## config.mk

```make
export PLATFORM = sky130hd
export DESIGN_NAME = flash_sr_guard
export DESIGN_NICKNAME = d
export VERILOG_FILES = /design/src/rtl/sr_pkg.sv /design/src/rtl/sr_lock_policy.sv /design/src/rtl/sr_erase_guard.sv /design/src/rtl/sr_busy_timer.sv /design/src/rtl/flash_sr_guard.sv
export SDC_FILE = /design/constraint.sdc
export NUM_CORES = 1
export LEC_CHECK = 0
export ABC_AREA = 1
export BUFFER_PORTS_ARGS = -buffer_cell sky130_fd_sc_hd__buf_2
export CORE_MARGIN = 2
export CORE_UTILIZATION = 40
export CTS_CLUSTER_DIAMETER = 50
export DETAILED_ROUTE_END_ITERATION = 10
export GPL_TIMING_DRIVEN = 0
export PLACE_DENSITY = 0.84
export SLEW_MARGIN = 10
export SYNTH_ARGS = -nofsm -noshare
export SYNTH_HDL_FRONTEND = slang
export SYNTH_HIERARCHICAL = 1
export SYNTH_SLANG_ARGS = --single-unit
```

## constraint.sdc

```tcl
create_clock -name clk -period 1.4 [get_ports clk]
set_clock_uncertainty 0.05 [all_clocks]
set_input_delay 0.28 -clock clk [delete_from_list [all_inputs] [get_ports clk]]
set_output_delay 0.28 -clock clk [all_outputs]
set_load 0.02 [all_outputs]
```

## src/rtl/sr_pkg.sv

```systemverilog
package sr_pkg;
  localparam int SR_W   = 16;
  localparam int WIP_B  = 0;
  localparam int WEL_B  = 1;
  localparam int BP0_B  = 2;
  localparam int BP2_B  = 4;
  localparam int SRP0_B = 7;
  localparam int SRP1_B = 8;
  localparam int CMP_B  = 14;
  // bits a status write may load: CMP, LB, QE, SRP1, SRP0, BP4..BP0
  localparam logic [SR_W-1:0] WR_MASK = 16'h47FC;

  typedef enum logic [1:0] {
    PROT_SOFT = 2'b00,
    PROT_PIN  = 2'b01,
    PROT_LOCK = 2'b10,
    PROT_OTP  = 2'b11
  } prot_mode_e;
endpackage

```

## src/rtl/sr_lock_policy.sv

```systemverilog
module sr_lock_policy
  import sr_pkg::*;
(
  input  prot_mode_e mode,
  input  logic       wp_n,
  output logic       writable
);
  always_comb begin
    unique case (mode)
      PROT_SOFT: writable = 1'b1;
      PROT_PIN:  writable = wp_n;
      default:   writable = 1'b0;
    endcase
  end
endmodule

```

## src/rtl/sr_erase_guard.sv

```systemverilog
module sr_erase_guard (
  input  logic [2:0] bp_low,
  input  logic       cmp,
  output logic       ce_ok
);
  always_comb begin
    ce_ok = (bp_low == 3'b111 && cmp) || (bp_low == 3'b000 && !cmp);
  end
endmodule

```

## src/rtl/sr_busy_timer.sv

```systemverilog
module sr_busy_timer #(
  parameter int BUSY_CYCLES = 8
) (
  input  logic clk,
  input  logic rst_n,
  input  logic abort,
  input  logic start,
  output logic busy,
  output logic done
);
  localparam int CNT_W = $clog2(BUSY_CYCLES + 1);
  localparam logic [CNT_W-1:0] LOAD = CNT_W'(BUSY_CYCLES);

  logic [CNT_W-1:0] cnt_q;

  always_ff @(posedge clk) begin
    if (!rst_n)               cnt_q <= '0;
    else if (abort)           cnt_q <= '0;
    else if (start)           cnt_q <= LOAD;
    else if (cnt_q != '0)     cnt_q <= cnt_q - 1'b1;
  end

  assign busy = (cnt_q != '0);
  assign done = (cnt_q == CNT_W'(1));


  start_idle_chk: assert property (@(posedge clk) disable iff (!rst_n)
    start |-> !busy);


  cnt_range_chk: assert property (@(posedge clk) disable iff (!rst_n)
    cnt_q <= LOAD);
endmodule

```

## src/rtl/flash_sr_guard.sv

```systemverilog
module flash_sr_guard
  import sr_pkg::*;
#(
  parameter int BUSY_CYCLES = 8
) (
  input  logic        clk,
  input  logic        rst_n,
  input  logic        pwr_cycle,
  input  logic        wp_n,
  input  logic        cmd_wren,
  input  logic        cmd_wrdi,
  input  logic        cmd_wrsr,
  input  logic [15:0] wrsr_data,
  input  logic        cmd_pp,
  input  logic        cmd_se,
  input  logic        cmd_be,
  input  logic        cmd_ce,
  output logic [15:0] sr_out,
  output logic        cmd_acc,
  output logic        cmd_rej,
  output logic        busy
);
  logic [SR_W-1:0] nv_q;
  logic            wel_q;
  logic            acc_q, rej_q;
  logic            wip, op_done;
  logic            writable, ce_ok;
  prot_mode_e      mode;

  logic any_cmd, ok_c, start_c, wel_set, wel_clr, nv_wr;

  assign mode = prot_mode_e'(nv_q[SRP1_B:SRP0_B]);

  sr_lock_policy u_policy (
    .mode     (mode),
    .wp_n     (wp_n),
    .writable (writable)
  );

  sr_erase_guard u_ce (
    .bp_low (nv_q[BP2_B:BP0_B]),
    .cmp    (nv_q[CMP_B]),
    .ce_ok  (ce_ok)
  );

  sr_busy_timer #(.BUSY_CYCLES(BUSY_CYCLES)) u_timer (
    .clk   (clk),
    .rst_n (rst_n),
    .abort (pwr_cycle),
    .start (start_c),
    .busy  (wip),
    .done  (op_done)
  );

  assign any_cmd = cmd_wren | cmd_wrdi | cmd_wrsr | cmd_pp |
                   cmd_se | cmd_be | cmd_ce;

  // one decision per cycle, fixed priority among strobes
  always_comb begin
    ok_c    = 1'b0;
    start_c = 1'b0;
    wel_set = 1'b0;
    wel_clr = 1'b0;
    nv_wr   = 1'b0;
    if (!pwr_cycle && !wip) begin
      if (cmd_wren) begin
        ok_c = 1'b1; wel_set = 1'b1;
      end else if (cmd_wrdi) begin
        ok_c = 1'b1; wel_clr = 1'b1;
      end else if (cmd_wrsr) begin
        ok_c = wel_q && writable;
        nv_wr = ok_c;
        start_c = ok_c;
      end else if (cmd_pp || cmd_se || cmd_be) begin
        ok_c = wel_q;
        start_c = ok_c;
      end else if (cmd_ce) begin
        ok_c = wel_q && ce_ok;
        start_c = ok_c;
      end
    end
  end

  always_ff @(posedge clk) begin
    if (!rst_n) begin
      nv_q  <= '0;
      wel_q <= 1'b0;
      acc_q <= 1'b0;
      rej_q <= 1'b0;
    end else if (pwr_cycle) begin
      wel_q <= 1'b0;
      acc_q <= 1'b0;
      rej_q <= 1'b0;
      if (mode == PROT_LOCK) nv_q[SRP1_B:SRP0_B] <= 2'b00;
    end else begin
      acc_q <= any_cmd && ok_c;
      rej_q <= any_cmd && !ok_c;
      if (nv_wr) nv_q <= wrsr_data & WR_MASK;
      if (op_done || wel_clr) wel_q <= 1'b0;
      else if (wel_set)       wel_q <= 1'b1;
    end
  end

  always_comb begin
    sr_out        = nv_q;
    sr_out[WEL_B] = wel_q;
    sr_out[WIP_B] = wip;
  end

  assign cmd_acc = acc_q;
  assign cmd_rej = rej_q;
  assign busy    = wip;


  reserved_zero_chk: assert property (@(posedge clk) disable iff (!rst_n)
    sr_out[15] == 1'b0 && sr_out[13:11] == 3'b000);


  acc_rej_excl_chk: assert property (@(posedge clk) disable iff (!rst_n)
    !(cmd_acc && cmd_rej));


  wel_needed_chk: assert property (@(posedge clk) disable iff (!rst_n)
    start_c |-> wel_q);


  busy_freeze_chk: assert property (@(posedge clk) disable iff (!rst_n)
    (wip && !pwr_cycle) |=> $stable(nv_q));


  lock_release_chk: assert property (@(posedge clk) disable iff (!rst_n)
    (pwr_cycle && sr_out[8:7] == 2'b10) |=> sr_out[8:7] == 2'b00);


  otp_hold_chk: assert property (@(posedge clk) disable iff (!rst_n)
    (sr_out[8:7] == 2'b11) |=> sr_out[8:7] == 2'b11);
endmodule

```

==> results of run 1 <==
worst max-delay path, cell delays in order (launching register included):
cell,delay (ns)
dfxtp_4,0.36
inv_4,0.06
ha_4,0.16
nand2_8,0.06
buf_6,0.11
buf_6,0.12
kinds of logic (layout without fill, tap and decap cells):
group           after synthesis  in the layout
fa+ha+maj                     3              3
buf+inv                      25             73
simple gates                 60             60
compound gates               16             16
flops                        17             17
xor+xnor                      1              1
other cells                   1              4
layout by cell type (no fill, tap or decap), drive strengths merged:
| master | count |
|---|---|
| a21oi | 5 |
| a22oi | 1 |
| buf | 52 |
| clkbuf | 4 |
| conb | 4 |
| dfxtp | 17 |
| ha | 3 |
| inv | 17 |
| nand2 | 17 |
| nand3 | 6 |
| nand4 | 2 |
| nor2 | 31 |
| nor3 | 2 |
| nor3b | 2 |
| o21ai | 10 |
| xnor2 | 1 |
through the flow:
step / power, mW / cell area, µm² / setup TNS (ns) / instances
after floorplan: 1.04 / 965 / 0 / 126
after global placement: 1.16 / 1170 / -0.206 / 189
after detailed placement: 1.18 / 1170 / -0.919 / 189
after CTS: 1.57 / 1260 / -0.130 / 199
after global routing: 1.71 / 1330 / -0.962 / 202
final: 1.60 / 1330 / -0.108 / 202
state kept, by name, indices dropped and copies added, names as in the netlist:
signal         flops
nv_q              10
u_timer/cnt_q      4
cmd_acc            1
cmd_rej            1
wel_q              1
where the power goes:
group / switching [mW] / internal, mW
sequential: 0.0331 / 0.522
clock: 0.148 / 0.111
combinational: 0.396 / 0.395
what timing repair did:
item / CTS / global route
setup buffers: 6 / 2
setup endpoints to repair: 16 / 14
cloned: 0 / 1
hold endpoints to repair: 0 / 0
resized for setup: 7 / 15
pin swaps: 2 / 3
worst max path at each step:
| stage | end | slack (ns) | cells past startpoint |
|---|---|---|---|
| 2_1_floorplan | u_timer/cnt_q[2] | 0.0001 | 9 |
| 3_3_place_gp | u_timer/cnt_q[2] | -0.06 | 9 |
| 3_5_place_dp | u_timer/cnt_q[1] | -0.11 | 9 |
| 4_1_cts | sr_out[0] | -0.1 | 5 |
| 5_1_grt | sr_out[0] | -0.13 | 5 |
| 6_report | sr_out[0] | -0.08 | 5 |
cell type report:
| class | count | area (µm²) | area share |
|---|---|---|---|
| Inverter | 17 | 68.8 | 0.0518 |
| Clock buffer | 4 | 26.3 | 0.0198 |
| Multi-Input combinational cell | 84 | 527 | 0.397 |
| Buffer | 8 | 65.1 | 0.0490 |
| Timing Repair Buffer | 44 | 256 | 0.193 |
| Sequential cell | 17 | 349 | 0.263 |
| Tap cell | 28 | 35.0 | 0.0264 |
layer usage:
layer  routed length [µm]  share of wire  GRT usage
met5                    0              0          0
met3                  123          0.063     0.0314
met2                 1030           0.53      0.266
met1                  784           0.40      0.175
met4                   23          0.012     0.0769
==> summary.md, run 1 <==
| Metric | Value |
|---|---|
| Outcome | complete, but fails checks |
| Violations in the final reports | negative setup slack |
| Initial DRC count | 4 |
| Maxcap violations | 0 |
| Largest net degree at the start of global routing | 11 |
| Number of CTS-inserted buffers | 3 |
| Final WL | 1970 µm |
| Worst Hold Path EP | nv_q[5] |
| Maximum clock insertion buffer count | 2 |
| Register bit total from synthesis | 17 |
| DIE AREA | 0.00273 mm² |
| CTS clk-pin slew, worst paths | 0.09 ns |
| Number of synthesized flops with an enable pin | 0 |
| Yosys warnings | 6 |
| Final WS setup | -0.0844 ns |
| Core area | 0.00221 mm² |
| Ant diodes | 0 |
| Pre-CTS setup slack | -0.109 ns |
| Via count | 899 |
| Via/cell ratio | 4.45 |
| Worst setup EP type | output port |
| Max Slew Vio Count | 0 |
| Clock tree root buffer cell | clkbuf_4 |
| GPL Wtd Cong | 0.756 |
| Layout cells sized above 1 | 0.494 |
| Tcrit/Tclk final | 1.06 |
| CP required | 1.07 ns |
| WL/cell | 9.73 µm |
| Synth area leaders | dfxtp_1 (37%), nor2_1 (11%), inv_1 (5.2%) |
| PortBufs | 35 |
| I/O pins | 46 |
| Top cell type's share of synthesized area | 0.366 |
| Depth of the CTS H-tree | 1 |
| Final #Nets | 205 |
| Initial antenna violation count | 0 |
| Largest family of logic cells by synthesized area | simple AND/OR/NAND/NOR gates |
| Layout overhead on the synthesized area | 42.8% |
| CTS tree | yes |
| Worst R2R Setup Slack | 0 ns |
| Fmax | 0.674 GHz |
| WHS Path Cells | 3 |
| Global-route wire length before repair | 3060 µm |
| Final ANT Viol Nets | 0 |
| Initial Util | 0.420 |
| Total track usage | 0.152 |
| RSZ-0062 raised after global routing | true |
| Setup Crit Path Kind | register to output port |
| Vias in the first global route | 779 |
| DR pass1 iterations | 3 |
| Cell Pwr Density | 1210 mW/mm² |
| Endpoints failing setup | 2 |
| Post-synthesis xor/xnor area fraction | 0.00942 |
| Rows | 17 |
| CTS sink cnt | 17 |
| CTS hold repair buffers | 0 |
| Die Wd | 52.2 µm |
| Async SR Flop Fraction | 0 |
| Worst min path class | input pin to register |
| Final global-route overflow total | 0 |
| Top-count cell post-synth | nor2_1 |
| Complex-gate fraction of the synthesized area | 0.101 |
| P_leak | 0.668 nW |
| Synth top cells by count | nor2_1 (27), dfxtp_1 (17), inv_1 (13), nand2_1 (13), o21ai_1 (9) |
| Later-pin clock latency in the skew report | 0.28 ns |
| Adder-cell share of the synthesized area | 0.0404 |
| Sequential fraction of the synthesis area | 0.366 |
| Crit path time final | 1.48 ns |
| DP HPWL | 1520 µm |
| Final hold vios | 0 |
| Layout filler cell count | 206 |
| Mapped cell area | 930 µm² |
| Library cells used by synthesis | 28 |
| Worst setup SP type | register |
| R2R cell count | 11 |
| Main synth FF type | dfxtp_1 |
| Cell taking the most area after synthesis | dfxtp_1 |
| Worst-path fanout max | 4 |
| Synth Area in Simple Gates | 0.345 |
| DR DRC count | 0 |
| FF-to-FF End | u_timer/cnt_q[3] |
| Hold path startpoint | wrsr_data[5] |
| Worst r2r src | u_timer/cnt_q[0] |
| Maximum vdd drop | 0.000886 V |
| Arr. time, crit path | 1.15 ns |
| Syn Inst Count | 123 |
| CP startpoint | u_timer/cnt_q[0] |
| Syn_area_per_cell | 7.56 µm² |
| WHS | 0.160 ns |
| Die height | 52.2 µm |
| Final core utilization | 0.600 |
| Multiplexer share of the synthesized area | 0 |
(Power assumes the default switching activity.)
==> inputs of run 2 (changes only) <==
RECOVER_POWER = 25   (was not set)
==> run 2 against run 1 <==
The run still ends with negative setup slack left. Utilization decreased by 0.23 points. Hold slack about the same. Setup slack about the same. Non-clock buffer count unchanged. Clock power about the same. Die area unchanged. Sequential power about the same.
==> summary.md, run 2 (same netlist as run 1, synthesis figures left out) <==
| Metric | Value |
|---|---|
| Outcome | complete, but fails checks |
| Violations in the final reports | negative setup slack |
| RSZ-0062 raised after global routing | true |
| Die height | 52.2 µm (unchanged) |
| Hold path startpoint | wrsr_data[5] |
| Crit path time final | 1.48 ns (-0.0000723 ns) |
| Commonest non-fill, non-tap cell in the layout | buf_2 |
| Fmax | 0.674 GHz (about the same) |
| R2R cell count | 11 (unchanged) |
| Arr. time, crit path | 1.15 ns (about the same) |
| TNS Setup | -0.108 ns (+0.000144 ns) |
| Layout filler cell count | 210 (+1.9%) |
| Maximum vdd drop | 0.000886 V (about the same) |
| Layout Cells excl Fill | 202 (unchanged) |
| Later-pin clock latency in the skew report | 0.28 ns (about the same) |
| Clock tree root buffer cell | clkbuf_4 |
| CTS clk-pin slew, worst paths | 0.09 ns (about the same) |
| DR pass1 iterations | 4 (+1) |
| Total track usage | 0.152 (unchanged) |
| Setup Crit Path Kind | register to output port |
| Worst Hold Path EP | nv_q[5] |
| Worst r2r src | u_timer/cnt_q[0] |
| Core area | 0.00221 mm² (unchanged) |
| Global-route wire length before repair | 3060 µm (unchanged) |
| CTS sink cnt | 17 (unchanged) |
| DIE AREA | 0.00273 mm² (unchanged) |
| Max reg flops | 10 (unchanged) |
| P_leak | 0.651 nW (-2.5%) |
| Initial antenna violation count | 0 (unchanged) |
| Rows | 17 (unchanged) |
| Worst-path cell with the longest stage delay | dfxtp_4 |
| Most frequent cells in the layout | buf_2 (31), nor2_1 (27), nand2_1 (12), buf_4 (12), dfxtp_1 (12) |
| GPL Wtd Cong | 0.756 (unchanged) |
| Tcrit/Tclk final | 1.06 (about the same) |
| Initial DRC count | 4 (unchanged) |
| Layout cells sized above 1 | 0.471 (-0.0230) |
| Final hold vios | 0 (unchanged) |
| CTS tree | yes |
| Post-route cell area | 0.00132 mm² (-0.38%) |
| Ant diodes | 0 (unchanged) |
| Endpoints failing setup | 2 (unchanged) |
| Initial Util | 0.420 (unchanged) |
| I/O pins | 46 (unchanged) |
| Placed cell area | 0.00117 mm² (unchanged) |
| Final WS setup | -0.0843 ns (+0.0000723 ns) |
| Final ANT Viol Nets | 0 (unchanged) |
| Register with the most flip-flops | nv_q |
| Maximum clock insertion buffer count | 2 (unchanged) |
| Maxcap violations | 0 (unchanged) |
| Placed Cells | 189 (unchanged) |
| Top Registers | nv_q: 10 flops, u_timer/cnt_q: 4 flops |
| Crit path cell chain | inv_4 -> ha_4 -> nand2_8 -> buf_6 -> buf_6 |
| Final WL | 1970 µm (unchanged) |
| FF-to-FF End | u_timer/cnt_q[3] |
| Final global-route overflow total | 0 (unchanged) |
| Die Wd | 52.2 µm (unchanged) |
| Largest net degree at the start of global routing | 11 (unchanged) |
| Worst min path class | input pin to register |
| Via count | 900 (+0.11%) |
| Worst R2R Setup Slack | 0 ns (unchanged) |
| Cell Pwr Density | 1210 mW/mm² (+0.29%) |
| DP HPWL | 1520 µm (unchanged) |
| Worst-path fanout max | 4 (unchanged) |
| Number of CTS-inserted buffers | 3 (unchanged) |
| Critical path's largest stage delay | 0.36 ns (about the same) |
| Depth of the CTS H-tree | 1 (unchanged) |
| Worst setup SP type | register |
| PortBufs | 35 (unchanged) |
| WL/cell | 9.73 µm (unchanged) |
| CTS hold repair buffers | 0 (unchanged) |
| Final #Nets | 205 (unchanged) |
| Vias in the first global route | 779 (unchanged) |
| DR DRC count | 0 (unchanged) |
| CP required | 1.07 ns (about the same) |
| Via/cell ratio | 4.46 (+0.11%) |
| Worst setup EP type | output port |
| Layout overhead on the synthesized area | 42.3% |
| WHS Path Cells | 3 (unchanged) |
| Max Slew Vio Count | 0 (unchanged) |
| WHS | 0.160 ns (+0.0000900 ns) |
| CP dominant cell by count | buf_6 |
==> run 2: layout make-up <==
type                    count  area (µm²)  area share
multi-input cells          84         527       0.398
flip-flops and latches     17         349       0.264
repair buffers             44         251       0.190
inverters                  17        68.8      0.0520
plain buffers               8        65.1      0.0492
well taps                  28        35.0      0.0265
clock buffers               4        26.3      0.0199
==> run 2: through the flow <==
stage	total power, mW	util	setup WS, ns
floorplan	1.04	-	0.000143
global placement	1.16	0.531	-0.0612
detailed placement	1.18	0.531	-0.109
CTS	1.57	0.571	-0.0967
global route	1.71	0.598	-0.133
finish	1.60	0.598	-0.0843
==> run 2: worst max path at each step <==
stage	from	endpoint	slack [ns]	cells after the start
global placement	u_timer/cnt_q[0]	u_timer/cnt_q[2]	-0.06	9
detailed placement	u_timer/cnt_q[0]	u_timer/cnt_q[1]	-0.11	9
global route	u_timer/cnt_q[0]	sr_out[0]	-0.13	5
floorplan	u_timer/cnt_q[0]	u_timer/cnt_q[2]	0.0001	9
finish	u_timer/cnt_q[0]	sr_out[0]	-0.08	5
CTS	u_timer/cnt_q[0]	sr_out[0]	-0.1	5
==> run 2: critical path, delay by kind of cell, from the launching register on <==
family | cells | cell delay, ns
adder cells (fa/ha/maj) | 1 | 0.16
AND/OR/NAND/NOR | 1 | 0.06
flip-flops | 1 | 0.36
buffers and inverters | 3 | 0.29
==> run 2: metal layers <==
metal / share of wire / GRT usage
met5: 0 / 0
met4: 0.012 / 0.0769
met3: 0.063 / 0.0314
met2: 0.53 / 0.266
met1: 0.40 / 0.175
==> run 2: where the power goes <==
part / switching [mW] / total (mW) / internal (mW) / leakage (nW)
clock network: 0.148 / 0.259 / 0.111 / 0.0150
logic: 0.396 / 0.789 / 0.393 / 0.496
registers: 0.0334 / 0.555 / 0.522 / 0.140
total: 0.578 / 1.60 / 1.03 / 0.651
==> run 2: repair_timing <==
item                                   CTS  global route
setup buffers                            6             2
endpoints found under the hold margin    0             0
setup endpoints to repair               16            14
gates resized for setup                  7            15
pin swaps                                2             3
cloned                                   0             1
